--- src/rtl/chop_pkg.sv ---
package chop_pkg;
    typedef enum logic [1:0] {
        ST_IDLE = 2'd0,
        ST_SHOT = 2'd1,
        ST_CHOP = 2'd2
    } chop_state_e;

    localparam int unsigned NUM_CH = 2;
endpackage

--- src/rtl/chop_timebase.sv ---
// Per-channel prescaler and carrier phase counter, restartable on an edge.
module chop_timebase #(
    parameter int unsigned PRE_W = 4,
    parameter int unsigned PH_W  = 3
) (
    input  logic             clk,
    input  logic             rst_n,
    input  logic             restart,
    input  logic             run,
    input  logic [PRE_W-1:0] limit,
    output logic [PH_W-1:0]  phase,
    output logic             wrap
);
    logic [PRE_W-1:0] pre_q;
    logic [PH_W-1:0]  ph_q;
    logic             tick_last;

    assign tick_last = (pre_q == limit);
    assign wrap      = run && tick_last && (ph_q == {PH_W{1'b1}});
    assign phase     = ph_q;

    always_ff @(posedge clk or negedge rst_n) begin
        if (!rst_n) begin
            pre_q <= '0;
            ph_q  <= '0;
        end else if (restart) begin
            pre_q <= '0;
            ph_q  <= '0;
        end else if (run) begin
            if (tick_last) begin
                pre_q <= '0;
                ph_q  <= ph_q + 1'b1;
            end else begin
                pre_q <= pre_q + 1'b1;
            end
        end
    end
endmodule

--- src/rtl/chop_channel.sv ---
// One chopper channel: edge capture, one-shot/chop state machine.
module chop_channel
    import chop_pkg::*;
#(
    parameter int unsigned PRE_W  = 4,
    parameter int unsigned DUTY_W = 3,
    parameter int unsigned SHOT_W = 4
) (
    input  logic              clk,
    input  logic              rst_n,
    input  logic              en,
    input  logic              x,
    input  logic [PRE_W-1:0]  pre_cfg,
    input  logic [DUTY_W-1:0] duty_cfg,
    input  logic [SHOT_W-1:0] shot_cfg,
    output logic              core
);
    chop_state_e       state_q, state_d;
    logic              x_q;
    logic              start;
    logic [PRE_W-1:0]  pre_l;
    logic [DUTY_W-1:0] duty_l;
    logic [SHOT_W-1:0] shot_l;
    logic [SHOT_W-1:0] shot_cnt_q;
    logic [DUTY_W-1:0] phase;
    logic              wrap;
    logic              last_shot;

    assign start     = en && x && !x_q;
    assign last_shot = wrap && (shot_cnt_q == SHOT_W'(shot_l - 1'b1));

    chop_timebase #(.PRE_W(PRE_W), .PH_W(DUTY_W)) u_tb (
        .clk     (clk),
        .rst_n   (rst_n),
        .restart (start),
        .run     (state_q != ST_IDLE),
        .limit   (pre_l),
        .phase   (phase),
        .wrap    (wrap)
    );

    // next-state logic
    always_comb begin
        state_d = state_q;
        unique case (state_q)
            ST_IDLE: if (start) state_d = (shot_cfg != '0) ? ST_SHOT : ST_CHOP;
            ST_SHOT: begin
                if (!en || !x)      state_d = ST_IDLE;
                else if (last_shot) state_d = ST_CHOP;
            end
            ST_CHOP: if (!en || !x) state_d = ST_IDLE;
            default: state_d = ST_IDLE;
        endcase
    end

    // state register and per-edge captures
    always_ff @(posedge clk or negedge rst_n) begin
        if (!rst_n) begin
            state_q    <= ST_IDLE;
            x_q        <= 1'b0;
            pre_l      <= '0;
            duty_l     <= '0;
            shot_l     <= '0;
            shot_cnt_q <= '0;
        end else begin
            state_q <= state_d;
            x_q     <= x;
            if (start) begin
                pre_l      <= pre_cfg;
                duty_l     <= duty_cfg;
                shot_l     <= shot_cfg;
                shot_cnt_q <= '0;
            end else if (state_q == ST_SHOT && wrap) begin
                shot_cnt_q <= shot_cnt_q + 1'b1;
            end
        end
    end

    // output logic
    always_comb begin
        core = 1'b0;
        unique case (state_q)
            ST_IDLE: core = 1'b0;
            ST_SHOT: core = x;
            ST_CHOP: core = x && (phase < duty_l);
            default: core = 1'b0;
        endcase
    end
endmodule

--- src/rtl/pwm_chopper.sv ---
module pwm_chopper
    import chop_pkg::*;
#(
    parameter int unsigned PRE_W  = 4,
    parameter int unsigned DUTY_W = 3,
    parameter int unsigned SHOT_W = 4
) (
    input  logic              clk,
    input  logic              rst_n,
    input  logic              enable,
    input  logic              in_invert,
    input  logic              out_invert,
    input  logic [PRE_W-1:0]  prescale,
    input  logic [DUTY_W-1:0] duty,
    input  logic [SHOT_W-1:0] shot_width,
    input  logic              pwm_a_in,
    input  logic              pwm_b_in,
    output logic              pwm_a_out,
    output logic              pwm_b_out
);
    logic [NUM_CH-1:0] raw_in;
    logic [NUM_CH-1:0] eff_in;
    logic [NUM_CH-1:0] core;
    logic [NUM_CH-1:0] out_v;

    assign raw_in = {pwm_b_in, pwm_a_in};
    assign eff_in = raw_in ^ {NUM_CH{in_invert}};

    for (genvar g = 0; g < NUM_CH; g++) begin : g_ch
        chop_channel #(.PRE_W(PRE_W), .DUTY_W(DUTY_W), .SHOT_W(SHOT_W)) u_ch (
            .clk      (clk),
            .rst_n    (rst_n),
            .en       (enable),
            .x        (eff_in[g]),
            .pre_cfg  (prescale),
            .duty_cfg (duty),
            .shot_cfg (shot_width),
            .core     (core[g])
        );
        assign out_v[g] = enable ? (core[g] ^ out_invert) : raw_in[g];
    end

    assign pwm_a_out = out_v[0];
    assign pwm_b_out = out_v[1];
endmodule

--- config.mk ---
export PLATFORM = sky130hd
export DESIGN_NAME = pwm_chopper
export DESIGN_NICKNAME = d
export VERILOG_FILES = /design/src/rtl/chop_pkg.sv /design/src/rtl/chop_timebase.sv /design/src/rtl/chop_channel.sv /design/src/rtl/pwm_chopper.sv
export SDC_FILE = /design/constraint.sdc
export NUM_CORES = 1
export LEC_CHECK = 0
export BUFFER_PORTS_ARGS = -buffer_cell sky130_fd_sc_hd__clkbuf_2
export CORE_MARGIN = 1.5
export CORE_UTILIZATION = 60
export CTS_CLUSTER_SIZE = 25
export DETAILED_ROUTE_END_ITERATION = 10
export PLACE_DENSITY = 0.9
export SETUP_SLACK_MARGIN = 0.4
export SYNTH_ARGS = -nofsm -noshare
export SYNTH_HDL_FRONTEND = slang
export SYNTH_SLANG_ARGS = --single-unit
--- constraint.sdc ---
create_clock -name clk -period 2.1 [get_ports clk]
set_input_delay 0.105 -clock clk [delete_from_list [all_inputs] [get_ports clk]]
set_output_delay 0.105 -clock clk [all_outputs]
set_load 0.01 [all_outputs]
==> impl_metrics.ini, run 1 <==
[status]
status = complete, no violations

[routing]
wl_per_cell_um = 16.1
vias = 2059
avgViaCountPerCell = 5.74
drtIter0Drc = 86
totalWireLength_um = 5780
first_pass_iters = 6
ant_nets = 0
drc = 0

[cells_and_area]
nets = 344
final_cells = 359
layout-drive-gt1-share_pct = 27.4
diodes = 0
syn2layout_area_growth_pct = 16.9
filler_cell_count = 312
post-route-util_pct = 74.0

[floorplanning]
die_w_um = 71.5
dieArea_mm2 = 0.00511
boundaryPins = 20
start_util_pct = 63.3
die_h_um = 71.5
core-area_mm2 = 0.00444
std_cell_rows = 24

[critical_path]
worst_setup_path_end_kind = output pin
reg2reg_depth = 5
critPathArrivalTime_ns = 1.68
rr_endpoint = g_ch[1].u_ch.shot_cnt_q[3]
worstReg2RegStart = g_ch[1].u_ch.u_tb.pre_q[0]
cp.required_ns = 2.00
crit_type = flop to output pin
crit_fanout = 4
rrSetupSlack_ns = 0.45
worstSetupStartpointType = flop

[pwr]
pwr-share-seq_pct = 39.2
power.leakage_nw = 1.60
ir_drop_mv = 0.912
netSwitchingPower_mw = 1.38
switching_share_pct = 37.4
power_frac_comb_pct = 44.8
powerDensity_mw_per_mm2 = 1120
internal_power_mw = 2.31
clkPwrFrac_pct = 16.0

[sta]
rsz0062_at_grt = yes
finClkSkew_ns = 0.00992
min_period_over_period_pct = 85.1
whs_ns = 0.0366
drv_slew = 0
finalSetupViolCount = 0
timing.slew.headroom_pct = 52.8
hold_viol = 0
setup-tns-final_ns = 0
max_freq_ghz = 0.559
worst_pin_slew_ns = 0.702
fin_crit_ns = 1.79

[global_route]
track_usage_pct = 24.1
grt.busiest_layer = met2
grt_max_degree = 36
gr-usage-met2_pct = 41.1
grt_pass1_wl_um = 9450
met3_usage_pct = 5.34
grt-ovfl-total = 0
grt_pass1_vias = 2018
grt_util_met1_pct = 31.8
antenna_found_initial = 0

[synthesis]
synth_area_leaders = dfrtp_1, ha_1, mux2_2
netlist_instances = 268
synth.top_cell.area_share_pct = 44.5
yosysUniqueCellTypes = 42
yosysTopAreaCell = dfrtp_1
avgSynthCellArea_um2 = 10.5
synth_common_cells = dfrtp_1, nor2_1, nand2_1
netlist_area_mm2 = 0.00281
seq_area_frac_synth_pct = 44.5
post-synth-top-count-cell = dfrtp_1
ys_ff_latch = 50
synth.net_count = 306
ys.flop_type = dfrtp_1
ys_async_sr_fraction_pct = 100
synth-edff-count = 0
yosysWarnings = 0

[place]
dp_hpwl_um = 3900
io_buffers = 19
place_inst = 336
gp_congestion = 0.869

[worst_hold_path]
hold-path-cell-count = 3
min_from = duty[2]
hold_end = g_ch[0].u_ch.duty_l[2]
hold_class = primary input to flop

[cts]
path_clk_slew_ns = 0.09
worstSkewPairLatency_ns = 0.30
numCtsBuffers = 5
cts_sinks = 50
clockRootBuffer = clkbuf_8
clockBufferDepth = 2
htree_levels = 2
cts_tree = done

[run]
drv_cap = 0
power groups by stage:
| stage | combinational, mW | sequential [mW] | clock [mW] |
|---|---|---|---|
| final | 1.65 | 1.45 | 0.591 |
| after global routing | 1.83 | 1.48 | 0.640 |
| after CTS | 1.47 | 1.43 | 0.595 |
| after detailed placement | 1.38 | 1.45 | 0 |
| after global placement | 1.31 | 1.43 | 0 |
| after floorplan | 1.08 | 1.40 | 0 |
stage by stage:
step           worst slack, ns  instance area (µm²)  power (mW)
6_report                 0.312                 3290        3.69
5_1_grt                  0.229                 3290        3.95
4_1_cts                  0.309                 3140        3.50
3_5_place_dp             0.353                 2970        2.83
3_3_place_gp             0.420                 2970        2.74
2_1_floorplan            0.405                 2820        2.48
metal layers:
metal	share of wire, %	wire (µm)
met1	44	2550
met2	51	2960
met3	3.6	209
met4	0.88	51
met5	0	0
worst max-delay path by stage:
| stage | from | endpoint | slack [ns] |
|---|---|---|---|
| floorplan | g_ch[1].u_ch.state_q[0] | g_ch[1].u_ch.shot_cnt_q[3] | 0.41 |
| global placement | g_ch[0].u_ch.state_q[1] | g_ch[0].u_ch.state_q[1] | 0.42 |
| detailed placement | g_ch[0].u_ch.state_q[0] | g_ch[0].u_ch.state_q[1] | 0.35 |
| CTS | g_ch[1].u_ch.u_tb.phase[1] | pwm_b_out | 0.31 |
| global route | g_ch[0].u_ch.state_q[1] | pwm_a_out | 0.23 |
| finish | g_ch[0].u_ch.state_q[0] | pwm_a_out | 0.31 |
state kept, by name, summed over array words and instances, names as in the netlist:
| signal | count |
|---|---|
| g_ch.u_ch.shot_cnt_q | 8 |
| g_ch.u_ch.x_q | 2 |
| g_ch.u_ch.u_tb.phase | 6 |
| g_ch.u_ch.state_q | 4 |
| g_ch.u_ch.pre_l | 8 |
| g_ch.u_ch.u_tb.pre_q | 8 |
| g_ch.u_ch.duty_l | 6 |
| g_ch.u_ch.shot_l | 8 |
area by class of cell:
cell class              instances  area (µm²)  share of cell area, %
repair buffers                 39         248                   7.53
flip-flops and latches         50        1250                   38.1
well taps                      52        65.1                   1.98
clock inverters                 2        12.5                  0.380
multi-input cells             196        1580                   47.9
clock buffers                   6        82.6                   2.51
inverters                      14        52.6                   1.60
placed cells by master (no fill, tap or decap), types with 2 or more instances in the layout:
cell type and instances:
a21o_1 4, a21oi_1 8, a31oi_1 2, and2_1 2
buf_2 2, buf_4 19, clkbuf_2 17, clkbuf_8 6
dfrtp_1 49, ha_1 15, ha_2 2, ha_4 3
inv_1 14, mux2_2 14, mux2i_1 8, nand2_1 19
nand2_2 2, nand2b_1 6, nand3_1 8, nand4_1 4
nor2_1 25, nor2b_1 4, nor3_1 4, nor3_2 2
o21ai_0 12, or3_1 2, xnor2_1 11, xnor2_2 3
xor2_1 13
repair_timing:
action | CTS | global route
pin swaps | 6 | 7
hold buffers | 1 | 0
buffers inserted | 6 | 8
resized for setup | 4 | 21
setup endpoints to repair | 6 | 14
hold endpoints to repair | 15 | 0
critical path, cell delays in order, from the launching register on:
cell	delay (ns)
dfrtp_1	0.41
inv_1	0.11
ha_2	0.21
nand2b_1	0.09
a21oi_1	0.05
or3_1	0.30
nand3_1	0.08
buf_2	0.13
cell families after synthesis:
kind of cell | count (synthesis) | share of synthesized area, %
AND/OR/NAND/NOR | 92 | 16.7
flip-flops | 50 | 44.5
buffers and inverters | 22 | 3.51
multiplexers | 22 | 8.45
adder cells (fa/ha/maj) | 20 | 8.90
AO/OA/AOI/OAI | 32 | 7.30
XOR/XNOR | 30 | 10.6
Note: power is estimated with default switching activity, not from simulation.
==> run 2: changes to the inputs <==
- CORE_UTILIZATION: 60 -> 62
- CTS_BUF_LIST: unset -> sky130_fd_sc_hd__clkbuf_4 sky130_fd_sc_hd__clkbuf_8
- PLACE_DENSITY: 0.9 -> 0.93
- SYNTH_HIERARCHICAL: unset -> 1
==> impl_metrics.ini, run 2 <==
[floorplanning]
die_h_um = 71.0
boundaryPins = 20
start_util_pct = 65.0
core-area_mm2 = 0.00441
dieArea_mm2 = 0.00504
die_w_um = 71.0
std_cell_rows = 24

[critical_path]
worstSetupStartpointType = flop
path_buf_inv = 1
critPathMaxStageDelay_ns = 0.41
crit_chain = ha_4, a21boi_2, o21ai_1, a31oi_1, nor2_1, xnor2_1, a21oi_1, buf_2
crit_type = flop to output pin
cp_top_family = compound AO/OA/AOI/OAI gates
worst_setup_path_end_kind = output pin
cp.required_ns = 2.00
crit_fanout = 2
cp_slowest_cell = dfrtp_1
critPathArrivalTime_ns = 1.98

[cts]
clockRootBuffer = clkbuf_8
path_clk_slew_ns = 0.08
cts_tree = done
cts_sinks = 50
numCtsBuffers = 5
worstSkewPairLatency_ns = 0.32
clockBufferDepth = 2
htree_levels = 2

[synthesis]
seq_area_frac_synth_pct = 43.6
synth.net_count = 340
ys_async_sr_fraction_pct = 100
synth_area_leaders = dfrtp_1, ha_1, nand2_1
yosysTopAreaCell = dfrtp_1
synth_top_family_by_area = simple AND/OR/NAND/NOR gates
yosysWarnings = 6
synth_xor_area_share_pct = 9.60
yosysUniqueCellTypes = 35
netlist_instances = 302
synth_common_cells = nand2_1, dfrtp_1, ha_1, inv_1, nor2_1
yosys.area_share.adder_pct = 8.73
synth-edff-count = 0
avgSynthCellArea_um2 = 9.50
ys.flop_type = dfrtp_1
synth_mux_area_share_pct = 3.93
netlist_area_mm2 = 0.00287
synth-simple-area-share_pct = 22.3
post-synth-top-count-cell = nand2_1
ys_ff_latch = 50
synth.top_cell.area_share_pct = 43.6
synth_compound_area_share_pct = 8.20

[cells_and_area]
multiInputGateArea_mm2 = 0.00176
seq_area_mm2 = 0.00126
layout_common_cells = nand2_1, dfrtp_1, buf_4, clkbuf_2, nor2_1
nets = 392
diodes = 0
final_common_cell = nand2_1
post-route-util_pct = 82.1
layout-drive-gt1-share_pct = 35.2
syn2layout_area_growth_pct = 26.3
filler_cell_count = 225
final_area_mm2 = 0.00362

[sta]
timing.slew.headroom_pct = 56.9
hold_viol = 0
whs_ns = 0.00567
rsz0062_at_grt = yes
setup-tns-final_ns = 0
fin_crit_ns = 2.09
drv_slew = 0
worst_pin_slew_ns = 0.647
fin_ws_ns = 0.0134
max_freq_ghz = 0.479
min_period_over_period_pct = 99.4
finClkSkew_ns = 0.0157
finalSetupViolCount = 0

[pwr]
powerDensity_mw_per_mm2 = 1260
power.leakage_nw = 1.75
ir_drop_mv = 0.693

[place]
io_buffers = 19
dpl-instance-area_mm2 = 0.00304
gp_congestion = 0.850
dp_hpwl_um = 4010
place_ws_ns = 0.111

[routing]
drc = 0
avgViaCountPerCell = 6.21
wl_per_cell_um = 19.7
vias = 2527
totalWireLength_um = 8030
ant_nets = 0
first_pass_iters = 5
drtIter0Drc = 262

[status]
status = complete, no violations

[run]
drv_cap = 0

[global_route]
grt-ovfl-total = 0
grt_pass1_vias = 2414
antenna_found_initial = 0
track_usage_pct = 28.1
grt_max_degree = 51
grt_pass1_wl_um = 11000

[worst_hold_path]
hold_class = primary input to flop
-- run 2: cell count changes after synthesis, moves of 5 or more --
cell     previous run  this run
nand3_1             9        14
nand2_1            21        66
nor2_1             26        16
inv_1              14        20
o21ai_0            12         2
o21ai_1             0        10
mux2_2             14         0
-- run 2: worst register-to-register path, stage by stage, from the launching register on --
cell and delay (ns):
dfrtp_1 0.42, inv_1 0.09, ha_1 0.31, xor2_1 0.26, nand3_2 0.12, nor2_2 0.12, a31oi_2 0.13, buf_4 0.17
a22oi_2 0.18
-- run 2: logic make-up (layout without fill, tap and decap cells) --
family,count (synthesis),count (layout)
AOI/OAI and AO/OA,38,38
DFF,50,50
adders and majority gates,20,20
buffers and inverters,28,81
and+or+nand+nor,128,128
muxes,10,10
xor gates and xnor gates,28,28
-- run 2: per-layer routing --
metal  vias to the layer above  track usage [%]  routed length [µm]
met4                         0             12.8                 293
met2                       140             48.3                4080
met5                         -                0                   0
met1                      1245             33.6                3210
li1                       1103                -                   -
met3                        39             6.55                 450
-- run 2: cell type report --
cell class                      count  share of cell area [%]
Multi-Input combinational cell    224                    48.7
Sequential cell                    50                    34.7
Timing Repair Buffer               51                    9.60
Inverter                           22                    2.56
Clock buffer                        7                    2.49
Tap cell                           52                    1.80
Clock inverter                      1                   0.138
-- run 2: timing repair --
| item | 4_1_cts | 5_1_grt |
|---|---|---|
| pin swaps | 24 | 27 |
| hold endpoints to repair | 51 | 0 |
| buffers inserted | 17 | 9 |
| hold buffers | 2 | 0 |
| resized for setup | 33 | 30 |
| setup endpoints to repair | 10 | 9 |
-- run 2: report_power, final --
group          total, mW  internal [mW]  switching, mW  leakage [nW]
Clock              0.612          0.280          0.333        0.0517
Sequential          1.52           1.24          0.285         0.630
Combinational       2.41           1.17           1.25          1.07
Total               4.55           2.68           1.86          1.75
-- run 2: path summary, 6_finish.rpt --
check	startpoint	endpoint	slack (ns)	cells past startpoint
min in group asynchronous	rst_n	g_ch[1].u_ch/shot_cnt_q[3]	0.41	3
min	prescale[2]	g_ch[1].u_ch/pre_l[2]	0.006	3
max	g_ch[1].u_ch/u_tb/phase[1]	pwm_b_out	0.01	8
max reg2reg	g_ch[1].u_ch/shot_l[0]	g_ch[1].u_ch/state_q[1]	0.20	8
min reg2reg	g_ch[0].u_ch/shot_l[3]	g_ch[0].u_ch/shot_l[3]	0.52	2
max in group asynchronous	rst_n	g_ch[1].u_ch/u_tb/pre_q[0]	1.19	3
-- run 2: stage by stage --
stage,cells,power [mW]
finish,407,4.55
global route,407,4.79
CTS,398,4.04
detailed placement,371,2.99
global placement,371,2.89
floorplan,302,2.65
